<file path="src/rtl/glyph_plotter_pkg.sv">
package glyph_plotter_pkg;
  typedef struct packed {
    logic load;     // capture origin and glyph image
    logic stepRow;  // next point in same column
    logic stepCol;  // first point of next column
  } plotStrobe_t;
endpackage

</file>
<file path="src/rtl/glyph_rom.sv">
module glyph_rom #(
  parameter int CODE_W = 7,
  parameter int CELL_N = 126
) (
  input  logic [CODE_W-1:0] code,
  output logic [CELL_N-1:0] image
);
  for (genvar i = 0; i < CELL_N; i++) begin : g_dot
    localparam int SEL  = i % CODE_W;
    localparam int BAND = (i / CODE_W) % 2;
    assign image[i] = code[SEL] ^ BAND[0];
  end
endmodule

</file>
<file path="src/rtl/plotter_ctrl.sv">
module plotter_ctrl
  import glyph_plotter_pkg::*;
#(
  parameter int COLS = 9,
  parameter int ROWS = 14
) (
  input  logic        clk,
  input  logic        rstN,
  input  logic        startValid,
  input  logic        ptDone,
  output logic        startReady,
  output logic        ptValid,
  output logic        done,
  output plotStrobe_t strobe
);
  localparam int RW = $clog2(ROWS);
  localparam int CW = $clog2(COLS);
  localparam logic [RW-1:0] ROW_LAST = RW'(ROWS - 1);
  localparam logic [CW-1:0] COL_LAST = CW'(COLS - 1);

  typedef enum logic {S_IDLE, S_EMIT} state_t;
  state_t state;
  logic [RW-1:0] rowCnt;
  logic [CW-1:0] colCnt;
  logic handshake, lastRow, lastCol, finish;

  assign handshake = (state == S_EMIT) && ptDone;
  assign lastRow   = rowCnt == ROW_LAST;
  assign lastCol   = colCnt == COL_LAST;
  assign finish    = handshake && lastRow && lastCol;

  always_comb begin
    strobe.load    = (state == S_IDLE) && startValid;
    strobe.stepRow = handshake && !lastRow;
    strobe.stepCol = handshake && lastRow && !lastCol;
  end

  always_ff @(posedge clk) begin
    if (!rstN) begin
      state  <= S_IDLE;
      rowCnt <= '0;
      colCnt <= '0;
      done   <= 1'b0;
    end else begin
      done <= finish;
      if (strobe.load) begin
        state  <= S_EMIT;
        rowCnt <= '0;
        colCnt <= '0;
      end else if (strobe.stepRow) begin
        rowCnt <= rowCnt + 1'b1;
      end else if (strobe.stepCol) begin
        rowCnt <= '0;
        colCnt <= colCnt + 1'b1;
      end else if (finish) begin
        state <= S_IDLE;
      end
    end
  end

  assign startReady = state == S_IDLE;
  assign ptValid    = state == S_EMIT;
endmodule

</file>
<file path="src/rtl/plotter_datapath.sv">
module plotter_datapath
  import glyph_plotter_pkg::*;
#(
  parameter int CODE_W  = 7,
  parameter int COORD_W = 9,
  parameter int CELL_N  = 126
) (
  input  logic               clk,
  input  logic               rstN,
  input  plotStrobe_t        strobe,
  input  logic [CODE_W-1:0]  startCode,
  input  logic [COORD_W-1:0] originX,
  input  logic [COORD_W-1:0] originY,
  output logic [COORD_W-1:0] ptX,
  output logic [COORD_W-1:0] ptY,
  output logic               ptWrite
);
  logic [CELL_N-1:0]  romImage;
  logic [CELL_N-1:0]  holdImage;
  logic [COORD_W-1:0] curX, curY, baseY;

  glyph_rom #(.CODE_W(CODE_W), .CELL_N(CELL_N)) u_rom (
    .code (startCode),
    .image(romImage)
  );

  always_ff @(posedge clk) begin
    if (!rstN) begin
      holdImage <= '0;
      curX      <= '0;
      curY      <= '0;
      baseY     <= '0;
    end else if (strobe.load) begin
      holdImage <= romImage;
      curX      <= originX;
      curY      <= originY;
      baseY     <= originY;
    end else if (strobe.stepRow) begin
      holdImage <= holdImage >> 1;
      curY      <= curY - 1'b1;
    end else if (strobe.stepCol) begin
      holdImage <= holdImage >> 1;
      curX      <= curX + 1'b1;
      curY      <= baseY;
    end
  end

  assign ptX     = curX;
  assign ptY     = curY;
  assign ptWrite = holdImage[0];
endmodule

</file>
<file path="src/rtl/glyph_plotter.sv">
module glyph_plotter
  import glyph_plotter_pkg::*;
#(
  parameter int CODE_W  = 7,
  parameter int COORD_W = 9,
  parameter int COLS    = 9,
  parameter int ROWS    = 14
) (
  input  logic               clk,
  input  logic               rstN,
  input  logic               startValid,
  input  logic [CODE_W-1:0]  startCode,
  input  logic [COORD_W-1:0] originX,
  input  logic [COORD_W-1:0] originY,
  output logic               startReady,
  output logic               ptValid,
  output logic [COORD_W-1:0] ptX,
  output logic [COORD_W-1:0] ptY,
  output logic               ptWrite,
  input  logic               ptDone,
  output logic               done
);
  localparam int CELL_N = COLS * ROWS;
  plotStrobe_t strobe;

  plotter_ctrl #(.COLS(COLS), .ROWS(ROWS)) u_ctrl (
    .clk(clk), .rstN(rstN), .startValid(startValid), .ptDone(ptDone),
    .startReady(startReady), .ptValid(ptValid), .done(done), .strobe(strobe)
  );

  plotter_datapath #(.CODE_W(CODE_W), .COORD_W(COORD_W), .CELL_N(CELL_N)) u_dp (
    .clk(clk), .rstN(rstN), .strobe(strobe), .startCode(startCode),
    .originX(originX), .originY(originY),
    .ptX(ptX), .ptY(ptY), .ptWrite(ptWrite)
  );
endmodule

</file>
<file path="config.mk">
export PLATFORM = sky130hd
export DESIGN_NAME = glyph_plotter
export DESIGN_NICKNAME = d
export VERILOG_FILES = /design/src/rtl/glyph_plotter_pkg.sv /design/src/rtl/glyph_rom.sv /design/src/rtl/plotter_ctrl.sv /design/src/rtl/plotter_datapath.sv /design/src/rtl/glyph_plotter.sv
export SDC_FILE = /design/constraint.sdc
export NUM_CORES = 1
export LEC_CHECK = 0
export BUFFER_PORTS_ARGS = -buffer_cell sky130_fd_sc_hd__buf_4
export CAP_MARGIN = 20
export CELL_PAD_IN_SITES_DETAIL_PLACEMENT = 2
export CELL_PAD_IN_SITES_GLOBAL_PLACEMENT = 2
export CORE_ASPECT_RATIO = 1.2
export CORE_MARGIN = 2
export CORE_UTILIZATION = 37
export CTS_CLUSTER_DIAMETER = 50
export DETAILED_ROUTE_END_ITERATION = 7
export HOLD_SLACK_MARGIN = 0.08
export PLACE_DENSITY = 0.77
export SETUP_SLACK_MARGIN = 0.4
export SLEW_MARGIN = 15
export SYNTH_ARGS = -nofsm -noshare
export SYNTH_HDL_FRONTEND = slang
export SYNTH_SLANG_ARGS = --single-unit
export TNS_END_PERCENT = 20
</file>
<file path="constraint.sdc">
create_clock -name clk -period 2.15 [get_ports clk]
set_input_delay 0.43 -clock clk [delete_from_list [all_inputs] [get_ports clk]]
set_output_delay 0.43 -clock clk [all_outputs]
set_load 0.05 [all_outputs]
</file>
==> run summary, run 1 <==
average routed wire per standard cell: 28.3 µm
first-pass GRT wire length: 32,900 µm
run status: finished, final reports clean
final core utilization: 0.507
crit path max fanout: 9
FFs w/ async S/R, synth: 0
number of synthesized flops with an enable pin: 0
Setup crit start kind: flip-flop
Cell Pwr Density: 930 nW/µm²
Buf/Inv on CP: 3
core area: 16,200 µm²
DRT antenna net count: 0
# diodes: 0
Final Max Slew Viols: 0
Layout fillers: 1,649
Slew @ Worst Pin: 769 ps
CP peak stage delay: 390 ps
simple-gate portion of the synthesized area: 0.142
post-DP HPWL: 11,600 µm
Placed Area: 6810 µm²
main flop type after synthesis: dfxtp_1
setup_tns: 0 ps
RSZ-0062 raised after global routing: true
xor and xnor fraction of the mapped netlist area: 0.0187
Routed WL: 26,500 µm
Total GRT Usage: 0.244
CP arrival: 2440 ps
fin crit period: 2100 ps
root buf cell: clkbuf_16
top post-synthesis cells by count: 163 x dfxtp_1, 102 x nor2_1, 59 x a221oi_1, 51 x nand2_1, 50 x a221o_1
clock-pin slew of the registers on the worst-case setup and hold paths: 70 ps
largest family of logic cells by synthesized area: compound AO/OA/AOI/OAI gates
Die Span Y: 145 µm
synthesized instance count: 637
CP top delay family: simple AND/OR/NAND/NOR gates
total grt overflow: 0
largest net degree at the start of global routing: 90
Worst-Skew Late Latency: 440 ps
reg-to-reg critical path startpoint: u_ctrl.colCnt[0]
most area-consuming cells after synthesis: dfxtp_1 53%, a221oi_1 8.5%, a221o_1 8.2%
most common cell in the netlist: dfxtp_1
CP Cell Sequence: inv_2 > ha_4 > and3b_2 > buf_4 > a21oi_4 > nor2_4 > buf_4 > nand2_1 > a21oi_1
post-synthesis net count: 672
die area: 17,500 µm²
DRC Markers: 0
slowest CP cell: nor2_4
final cell count without fillers: 935
dominant cell type by area after synthesis: dfxtp_1
CP endpoint kind: flip-flop
class of the worst hold path: primary input to flip-flop
worst vdd ir: 0.546 mV
hold_buf cts: 0
Setup violations, final: 0
area occupied by multi-input gates: 3000 µm²
Place WS: 23.0 ps
total CTS buffers: 17
area delta synth->final: 34.7%
adder-cell share of the synthesized area: 0.0123
via count: 5,816
Synth Area per Inst: 9.58 µm²
Slew headroom: 0.486
GP Congestion: 0.753
FF-to-FF End: u_dp.holdImage[106]
Die W: 121 µm
Final Cycle Share: 0.976
highest clock rate: 0.477 GHz
TritonCTS Sinks: 163
Hold EP: u_dp.baseY[3]
row count: 51
hold path cells: 3
setup slack, reg-to-reg: 50 ps
Initial Util: 0.377
Vias/cell: 6.22
CTS tree: yes
Placed Cells: 861
top-area cell type share of the netlist area: 0.535
initial antenna violation count: 0
CTS Buffer Depth: 2
H-tree Lvls: 4
post-route cell area: 8220 µm²
DRT iter0 DRCs: 455
CP Class: flip-flop to flip-flop
# nets final: 745
Critical Path Most Common Cell: buf_4
compound-gate portion of the synthesized area: 0.247
ratio of cells with drive above 1 in the final layout: 0.299
synthesized area: 6100 µm²
R2R depth: 9
vias in the first global route: 5,919
library cells used by synthesis: 45
setup ws final: 52.6 ps
Yosys reg bits: 163
Port Buffers: 50
Hold Fails Final Rpt: 0
P_leak: 3.21 nW
# Max-Cap Violations: 0
critical hold path startpoint: originY[3]
Yosys warning count: 0
Setup Skew: 13.5 ps
Seq/Total Area, Yosys: 0.535
Storage cell area: 3290 µm²
I/O Pins: 51
post-synthesis mux area share: 0.00513
first drt pass iteration count: 7
worst path required time: 2490 ps
==> worst register-to-register path, cell delays in order, from the launching register on <==
cell     delay [ps]
dfxtp_4         350
inv_2            70
ha_4            130
and3b_2         250
buf_4           150
a21oi_4          80
nor2_4          390
buf_4           280
nand2_1          90
a21oi_1         210
==> logic make-up (layout without fill, tap and decap cells) <==
kind of cell | count (synthesis) | after routing
flip-flops | 163 | 163
AO/OA/AOI/OAI | 189 | 189
multiplexers | 3 | 3
XOR/XNOR | 13 | 13
adder cells (fa/ha/maj) | 6 | 6
AND/OR/NAND/NOR | 201 | 202
buffers and inverters | 62 | 147
==> final cells by class <==
cell class | instances | share of cell area
multi-input cells | 413 | 0.365
well taps | 212 | 0.0323
clock inverters | 15 | 0.0178
repair buffers | 107 | 0.129
clock buffers | 17 | 0.0517
flip-flops and latches | 163 | 0.400
inverters | 8 | 0.00411
==> power breakdown <==
group	switching (mW)	total, mW	internal (mW)	leakage [nW]
logic	0.688	1.14	0.449	1.58
clock network	1.45	3.08	1.63	0.281
registers	0.203	3.42	3.22	1.34
total	2.34	7.64	5.30	3.21
==> metrics by stage <==
| stage | hold WS, ps | power [mW] |
|---|---|---|
| final | 256 | 7.64 |
| after global routing | 274 | 7.88 |
| after CTS | 246 | 7.37 |
| after detailed placement | 455 | 4.31 |
| after global placement | 442 | 4.26 |
| after floorplan | 431 | 3.99 |
==> how the worst max path moves through the flow <==
stage	cells after the start	startpoint	endpoint	slack (ps)
after floorplan	6	u_ctrl.colCnt[1]	u_dp.ptX[5]	300
after global placement	7	u_ctrl.colCnt[0]	u_dp.holdImage[69]	130
after CTS	6	u_ctrl.colCnt[0]	u_dp.ptX[5]	170
final	9	u_ctrl.colCnt[0]	u_dp.holdImage[106]	50
after detailed placement	7	u_ctrl.colCnt[0]	u_dp.holdImage[82]	20
after global routing	9	u_ctrl.colCnt[0]	u_dp.holdImage[106]	-20
==> placed cells by master, fill, tap and decap left out, types with 4 or more instances in the layout <==
cell type  netlist  routed
a211oi_1        12      12
a21oi_1         31      29
dfxtp_2          0       6
dfxtp_4          0       4
dfxtp_1        163     153
a221oi_1        59      28
nor3_4           0       4
ha_1             6       4
buf_6            0      11
inv_2            1       4
nor2_1         102      98
inv_6            0       5
buf_12           0       5
nand2_1         51      48
o21ai_0         14      13
a221o_1         50      50
a31oi_1          7       7
xnor2_1          6       5
buf_16           0       4
xor2_1           7       7
buf_4            1      82
nand4_1          4       4
and2_1           8       8
nor3_1          18      14
clkbuf_16        0      21
a221oi_2         0      28
==> what timing repair did <==
action	4_1_cts	5_1_grt
gates resized for setup	21	52
pin swaps	34	11
setup buffers	16	14
gates cloned	4	8
setup endpoints to repair	146	146
==> flip-flops by register name, indices dropped and copies added, names as in the netlist <==
name            flops
u_dp.holdImage    126
u_dp.baseY          9
u_dp.ptX            9
u_dp.ptY            9
u_ctrl.colCnt       4
u_ctrl.rowCnt       4
u_ctrl.done         1
u_ctrl.ptValid      1
==> metal layers <==
metal	vias up	routed length [µm]	track usage
li1	2543	-	-
met1	2991	11000	0.294
met2	211	13500	0.433
met3	71	1050	0.0408
met4	0	965	0.0992
met5	-	0	0
Note: power is estimated with default switching activity, not from simulation.
==> inputs of run 2 (changes only) <==
- clock period: 2.15 -> 2.04 ns (I/O delays scaled with it)
==> run 2 against run 1 <==
  * The run now ends with setup timing left
  * Final cell count decreased by 0.32%
  * Worst setup slack got worse by 190 ps
  * Total power increased by 12%
  * Register-to-register slack got worse by 190 ps
  * Critical path depth unchanged
  * Clock power increased by 19%
  * Via count increased by 0.34%
  * Largest power group is now clock
==> run summary, run 2 (synthesis gave the netlist of run 1 again) <==
worst path required time: 2350 ps (-140 ps)
class of the worst hold path: primary input to flip-flop
Port Buffers: 50 (unchanged)
Reg with most FFs: u_dp.holdImage
Cell Pwr Density: 1010 nW/µm² (+8.6%)
H-tree Lvls: 4 (unchanged)
Die W: 121 µm (unchanged)
DRC Markers: 0 (unchanged)
GP Congestion: 0.768 (+2.1%)
post-route cell area: 8470 µm² (+3.0%)
slowest CP cell: dfxtp_4
worst vdd ir: 0.604 mV (+11%)
# diodes: 0 (unchanged)
commonest non-fill, non-tap cell in the layout: dfxtp_1
CP arrival: 2490 ps (+50 ps)
setup ws final: -137 ps (-190 ps)
fin crit period: 2180 ps (+80.1 ps)
Initial Util: 0.377 (unchanged)
DRT antenna net count: 0 (unchanged)
post-DP HPWL: 12,200 µm (+5.2%)
Storage cell area: 3290 µm² (+0.15%)
CP endpoint kind: flip-flop
Total GRT Usage: 0.263 (+0.0186)
WP depth: 9 (unchanged)
initial antenna violation count: 0 (unchanged)
max FFs per register: 126 (unchanged)
run status: finished with violations
Setup crit start kind: flip-flop
Slew @ Worst Pin: 713 ps (-55.6 ps)
Worst-Skew Late Latency: 450 ps (about the same)
largest net degree at the start of global routing: 80 (-11%)
area delta synth->final: 38.8%
Routed WL: 27,600 µm (+4.1%)
Final Max Slew Viols: 0 (unchanged)
total CTS buffers: 17 (unchanged)
failing checks: setup timing
Critical Path End: u_dp.holdImage[19]
CTS Buffer Depth: 2 (unchanged)
crit path max fanout: 15 (+6)
die area: 17,500 µm² (unchanged)
ratio of cells with drive above 1 in the final layout: 0.293 (-0.00570)
Final Cycle Share: 1.07 (+0.0919)
FF-to-FF End: u_dp.holdImage[19]
CP peak stage delay: 370 ps (-20 ps)
vias in the first global route: 5,877 (-0.71%)
setup slack, reg-to-reg: -140 ps (-190 ps)
worst setup path startpoint: u_ctrl.colCnt[1]
row count: 51 (unchanged)
Buf/Inv on CP: 3 (unchanged)
CTS tree: yes
area occupied by multi-input gates: 3050 µm² (+1.6%)
DRT iter0 DRCs: 489 (+7.5%)
CP Class: flip-flop to flip-flop
hold path cells: 3 (unchanged)
TritonCTS Sinks: 163 (unchanged)
Layout fillers: 1,600 (-3.0%)
Setup Skew: 15.7 ps (+2.21 ps)
# Max-Cap Violations: 0 (unchanged)
clock-pin slew of the registers on the worst-case setup and hold paths: 80 ps (about the same)
Die Span Y: 145 µm (unchanged)
via count: 5,836 (+0.34%)
# nets final: 742 (-0.40%)
P_leak: 3.24 nW (+1.0%)
CP Cell Sequence: inv_4 > ha_4 > and3b_2 > a21oi_4 > nor2_4 > buf_4 > buf_12 > a221oi_1 > nor2_1
Hold Fails Final Rpt: 0 (unchanged)
Final Power: 8.55 mW (+12%)
R2R depth: 9 (unchanged)
root buf cell: clkbuf_16
average routed wire per standard cell: 29.6 µm (+4.4%)
Setup violations, final: 11 (+11)
core area: 16,200 µm² (unchanged)
I/O Pins: 51 (unchanged)
CP top delay family: compound AO/OA/AOI/OAI gates
Vias/cell: 6.26 (+0.67%)
commonest cells after routing, fill and taps aside: 153 x dfxtp_1, 94 x nor2_1, 75 x buf_4
highest clock rate: 0.459 GHz (-3.7%)
RSZ-0062 raised after global routing: true
first drt pass iteration count: 5 (-2)
Placed Area: 6830 µm² (+0.33%)
total grt overflow: 0 (unchanged)
reg-to-reg critical path startpoint: u_ctrl.colCnt[1]
first-pass GRT wire length: 34,900 µm (+6.0%)
Slew headroom: 0.523 (+0.0372)
## run 2: cell count changes in the layout (fill, tap and decap cells not counted), sizes merged
cell      delta
buf          -6
clkbuf       +4
bufinv       +3
clkinv       -2
clkinvlp     -2
bufbuf       +1
nor3         -1
## run 2: repair_timing
| item | CTS | global route |
|---|---|---|
| buffers inserted | 11 | 12 |
| pin swaps | 6 | 29 |
| hold buffers | 0 | 0 |
| resized for setup | 17 | 71 |
| cloned | 5 | 8 |
| endpoints found under the setup margin | 149 | 149 |
## run 2: final cells by class
cell class	instances	share of cell area
clock buffer	18	0.0507
clock inverter	14	0.0254
inverter	8	0.00428
multi-input combinational	412	0.360
sequential	163	0.388
tap	212	0.0313
timing repair buffer	105	0.140
## run 2: worst min path at each step
stage | from | end | slack [ps]
6_report | originY[3] | u_dp.baseY[3] | 240
5_1_grt | originY[0] | u_dp.baseY[0] | 250
4_1_cts | originY[7] | u_dp.baseY[7] | 220
3_5_place_dp | u_dp.baseY[8] | u_dp.baseY[8] | 460
3_3_place_gp | u_dp.baseY[6] | u_dp.baseY[6] | 440
2_1_floorplan | u_dp.baseY[8] | u_dp.baseY[8] | 430
## run 2: per-stage QoR
step | instances | setup WS (ps) | TNS (ps) | util | hold slack, ps
after floorplan | 637 | 193 | 0 | - | 431
final | 932 | -137 | -565 | 0.523 | 241
after detailed placement | 864 | 44.1 | 0 | 0.422 | 457
after CTS | 912 | 91.2 | 0 | 0.482 | 219
after global placement | 864 | 94.8 | 0 | 0.422 | 443
after global routing | 932 | -172 | -1510 | 0.523 | 252
## run 2: power breakdown
group / total [mW] / switching [mW] / internal [mW]
Clock: 3.66 / 1.56 / 2.10
Sequential: 3.61 / 0.220 / 3.39
Combinational: 1.28 / 0.757 / 0.525
Total: 8.55 / 2.54 / 6.02
## run 2: worst register-to-register path, cell delays in order (launching register included)
cell      delay [ps]
dfxtp_4          370
inv_4             40
ha_4             160
and3b_2          260
a21oi_4          260
nor2_4           110
buf_4            160
buf_12           150
a221oi_1         360
nor2_1           180
## run 2: routing by layer
metal  share of wire  vias to the layer above  global-route usage
li1                -                     2534                   -
met1            0.41                     3004               0.321
met2            0.50                      216               0.468
met3           0.046                       82              0.0466
met4           0.045                        0              0.0859
met5               0                        -                   0
==> inputs of run 3 (changes only) <==
- CORE_ASPECT_RATIO: 1.2 -> 0.75
==> run 3 against run 2 <==
  * The run still ends with setup timing left
  * Sequential share of layout area is 1.3 points higher
  * Via count hardly changed
  * Core utilization is 1.4 points lower
  * First-iteration DRC count is 0.82% higher
  * Hold slack worse by 2.6 ps
  * Die area hardly changed
  * Sequential power hardly changed
  * Clock power is 2% lower
  * Register-to-register slack better by 40 ps
  * Maximum frequency is 2.0% higher
  * Combinational power is 7% lower
  * Critical path type unchanged
  * Largest power group is now registers
  * Highest routed layer unchanged
==> run summary, run 3 (synthesis gave the netlist of run 1 again) <==
worst vdd ir: 0.571 mV (-5.5%)
Setup Skew: 9.06 ps (-6.63 ps)
GP Congestion: 0.798 (+3.9%)
commonest non-fill, non-tap cell in the layout: dfxtp_1
Die Span Y: 115 µm (-20%)
Initial Util: 0.380 (+0.00334)
# diodes: 0 (unchanged)
DRC Markers: 0 (unchanged)
Placed Cells: 863 (-0.12%)
Slew headroom: 0.475 (-0.0482)
I/O Pins: 51 (unchanged)
max FFs per register: 126 (unchanged)
CP arrival: 2460 ps (-30 ps)
switching share of power: 0.277 (-0.0195)
Buf/Inv on CP: 3 (unchanged)
Final Power: 8.39 mW (-2.0%)
highest clock rate: 0.468 GHz (+2.0%)
RSZ-0062 raised after global routing: true
average routed wire per standard cell: 29.5 µm (-0.19%)
Slew @ Worst Pin: 788 ps (+75.0 ps)
first-pass GRT wire length: 38,200 µm (+9.4%)
Routed WL: 26,900 µm (-2.3%)
vias in the first global route: 6,061 (+3.1%)
area delta synth->final: 34.0%
post-DP HPWL: 12,900 µm (+5.3%)
worst path required time: 2360 ps (about the same)
# Max-Cap Violations: 0 (unchanged)
CTS tree: yes
Total GRT Usage: 0.286 (+0.0228)
Vias/cell: 6.39 (+2.1%)
final cell count without fillers: 912 (-2.1%)
WHS: 239 ps (-2.56 ps)
Cell Pwr Density: 1030 nW/µm² (+1.5%)
CP peak stage delay: 350 ps (-20 ps)
CP top delay family: simple AND/OR/NAND/NOR gates
Final Max Slew Viols: 0 (unchanged)
final core utilization: 0.509 (-0.0135)
run status: finished with violations
DRT antenna net count: 0 (unchanged)
P_leak: 3.15 nW (-3.0%)
Worst-Skew Late Latency: 430 ps (-20 ps)
row count: 40 (-22%)
P_sw: 2.32 mW (-8.4%)
setup ws final: -95.2 ps (+42.3 ps)
commonest cells after routing, fill and taps aside: 153 x dfxtp_1, 94 x nor2_1, 71 x buf_4
crit path max fanout: 8 (-7)
Reg with most FFs: u_dp.holdImage
Final Cycle Share: 1.05 (-0.0207)
CP Cell Sequence: inv_2 > ha_4 > and3b_2 > a21oi_4 > buf_12 > nor2_4 > clkbuf_16 > nand2_1 > a21oi_1
Layout fillers: 1,589 (-0.69%)
# nets final: 725 (-2.3%)
CP endpoint kind: flip-flop
via count: 5,832 (-0.069%)
total grt overflow: 0 (unchanged)
core area: 16,100 µm² (-0.88%)
Setup violations, final: 4 (-7)
DRT iter0 DRCs: 493 (+0.82%)
Port Buffers: 50 (unchanged)
die area: 17,500 µm² (about the same)
initial antenna violation count: 0 (unchanged)
sequential share of power: 0.432 (+0.010)
Int Pwr: 6.06 mW (+0.76%)
clock-pin slew of the registers on the worst-case setup and hold paths: 70 ps (about the same)
failing checks: setup timing
power share of the clock group: 0.426 (-0.002)
Hold Fails Final Rpt: 0 (unchanged)
H-tree Lvls: 4 (unchanged)
CP Class: flip-flop to flip-flop
total CTS buffers: 17 (unchanged)
class of the worst hold path: primary input to flip-flop
first drt pass iteration count: 6 (+1)
Setup crit start kind: flip-flop
fin crit period: 2140 ps (-42.3 ps)
CTS Buffer Depth: 2 (unchanged)
largest net degree at the start of global routing: 61 (-24%)
Die W: 152 µm (+26%)
root buf cell: clkbuf_16
ratio of cells with drive above 1 in the final layout: 0.293 (+0.000392)
TritonCTS Sinks: 163 (unchanged)
slowest CP cell: nor2_4
Combinational Power Share: 0.142 (-0.008)
==> run 3: cell types whose count changed in the layout (fill, tap and decap cells not counted), sizes merged <==
cell	delta
buf	-12
clkinv	+3
clkbuf	-1
inv	-8
==> run 3: power groups by stage <==
stage               clock network [mW]  logic (mW)  registers, mW
global route                      3.75        1.25           3.64
global placement                     0       0.881           3.62
detailed placement                   0       0.926           3.63
floorplan                            0       0.519           3.68
CTS                               3.55        1.08           3.59
finish                            3.58        1.19           3.62
==> run 3: worst register-to-register path, stage by stage, from the launching register on <==
cell and delay (ps):
dfxtp_2 340, inv_2 70, ha_4 140, and3b_2 280
a21oi_4 90, buf_12 140, nor2_4 350, clkbuf_16 260
nand2_1 90, a21oi_1 270
==> run 3: final timing paths <==
check,from,endpoint,slack (ps),cells past startpoint
max,u_ctrl.colCnt[0],u_dp.holdImage[106],-100,9
min,originY[5],u_dp.baseY[5],240,3
max reg2reg,u_ctrl.colCnt[0],u_dp.holdImage[106],-100,9
min reg2reg,u_dp.baseY[3],u_dp.baseY[3],460,2
==> run 3: through the flow <==
stage / setup slack [ps] / cell area, µm² / TNS, ps
after floorplan: 193 / 6180 / 0
after global placement: 25.2 / 6830 / 0
after detailed placement: -46.9 / 6830 / -865
after CTS: 122 / 8010 / 0
after global routing: -105 / 8180 / -535
final: -95.2 / 8180 / -126
==> run 3: layer usage <==
metal / part of all wire / global-route usage / wire length, µm / up-vias
met5: 0 / 0 / 0 / -
met4: 0.031 / 0.100 / 835 / 0
met3: 0.056 / 0.0543 / 1520 / 64
met2: 0.49 / 0.495 / 13100 / 253
met1: 0.43 / 0.361 / 11500 / 3005
li1: - / - / - / 2510
==> run 3: repair_timing <==
item | 4_1_cts | 5_1_grt
setup endpoints to repair | 148 | 153
hold endpoints to repair | 0 | 0
hold buffers | 0 | 0
gates resized for setup | 62 | 19
setup buffers | 8 | 3
pin swaps | 8 | 1
gates cloned | 4 | 3
==> run 3: cell type report <==
type	count	area [µm²]	area share
Clock buffer	22	495	0.0606
Clock inverter	9	149	0.0182
Inverter	8	33.8	0.00413
Multi-Input combinational cell	412	3100	0.379
Sequential cell	163	3280	0.401
Tap cell	210	263	0.0321
Timing Repair Buffer	88	858	0.105
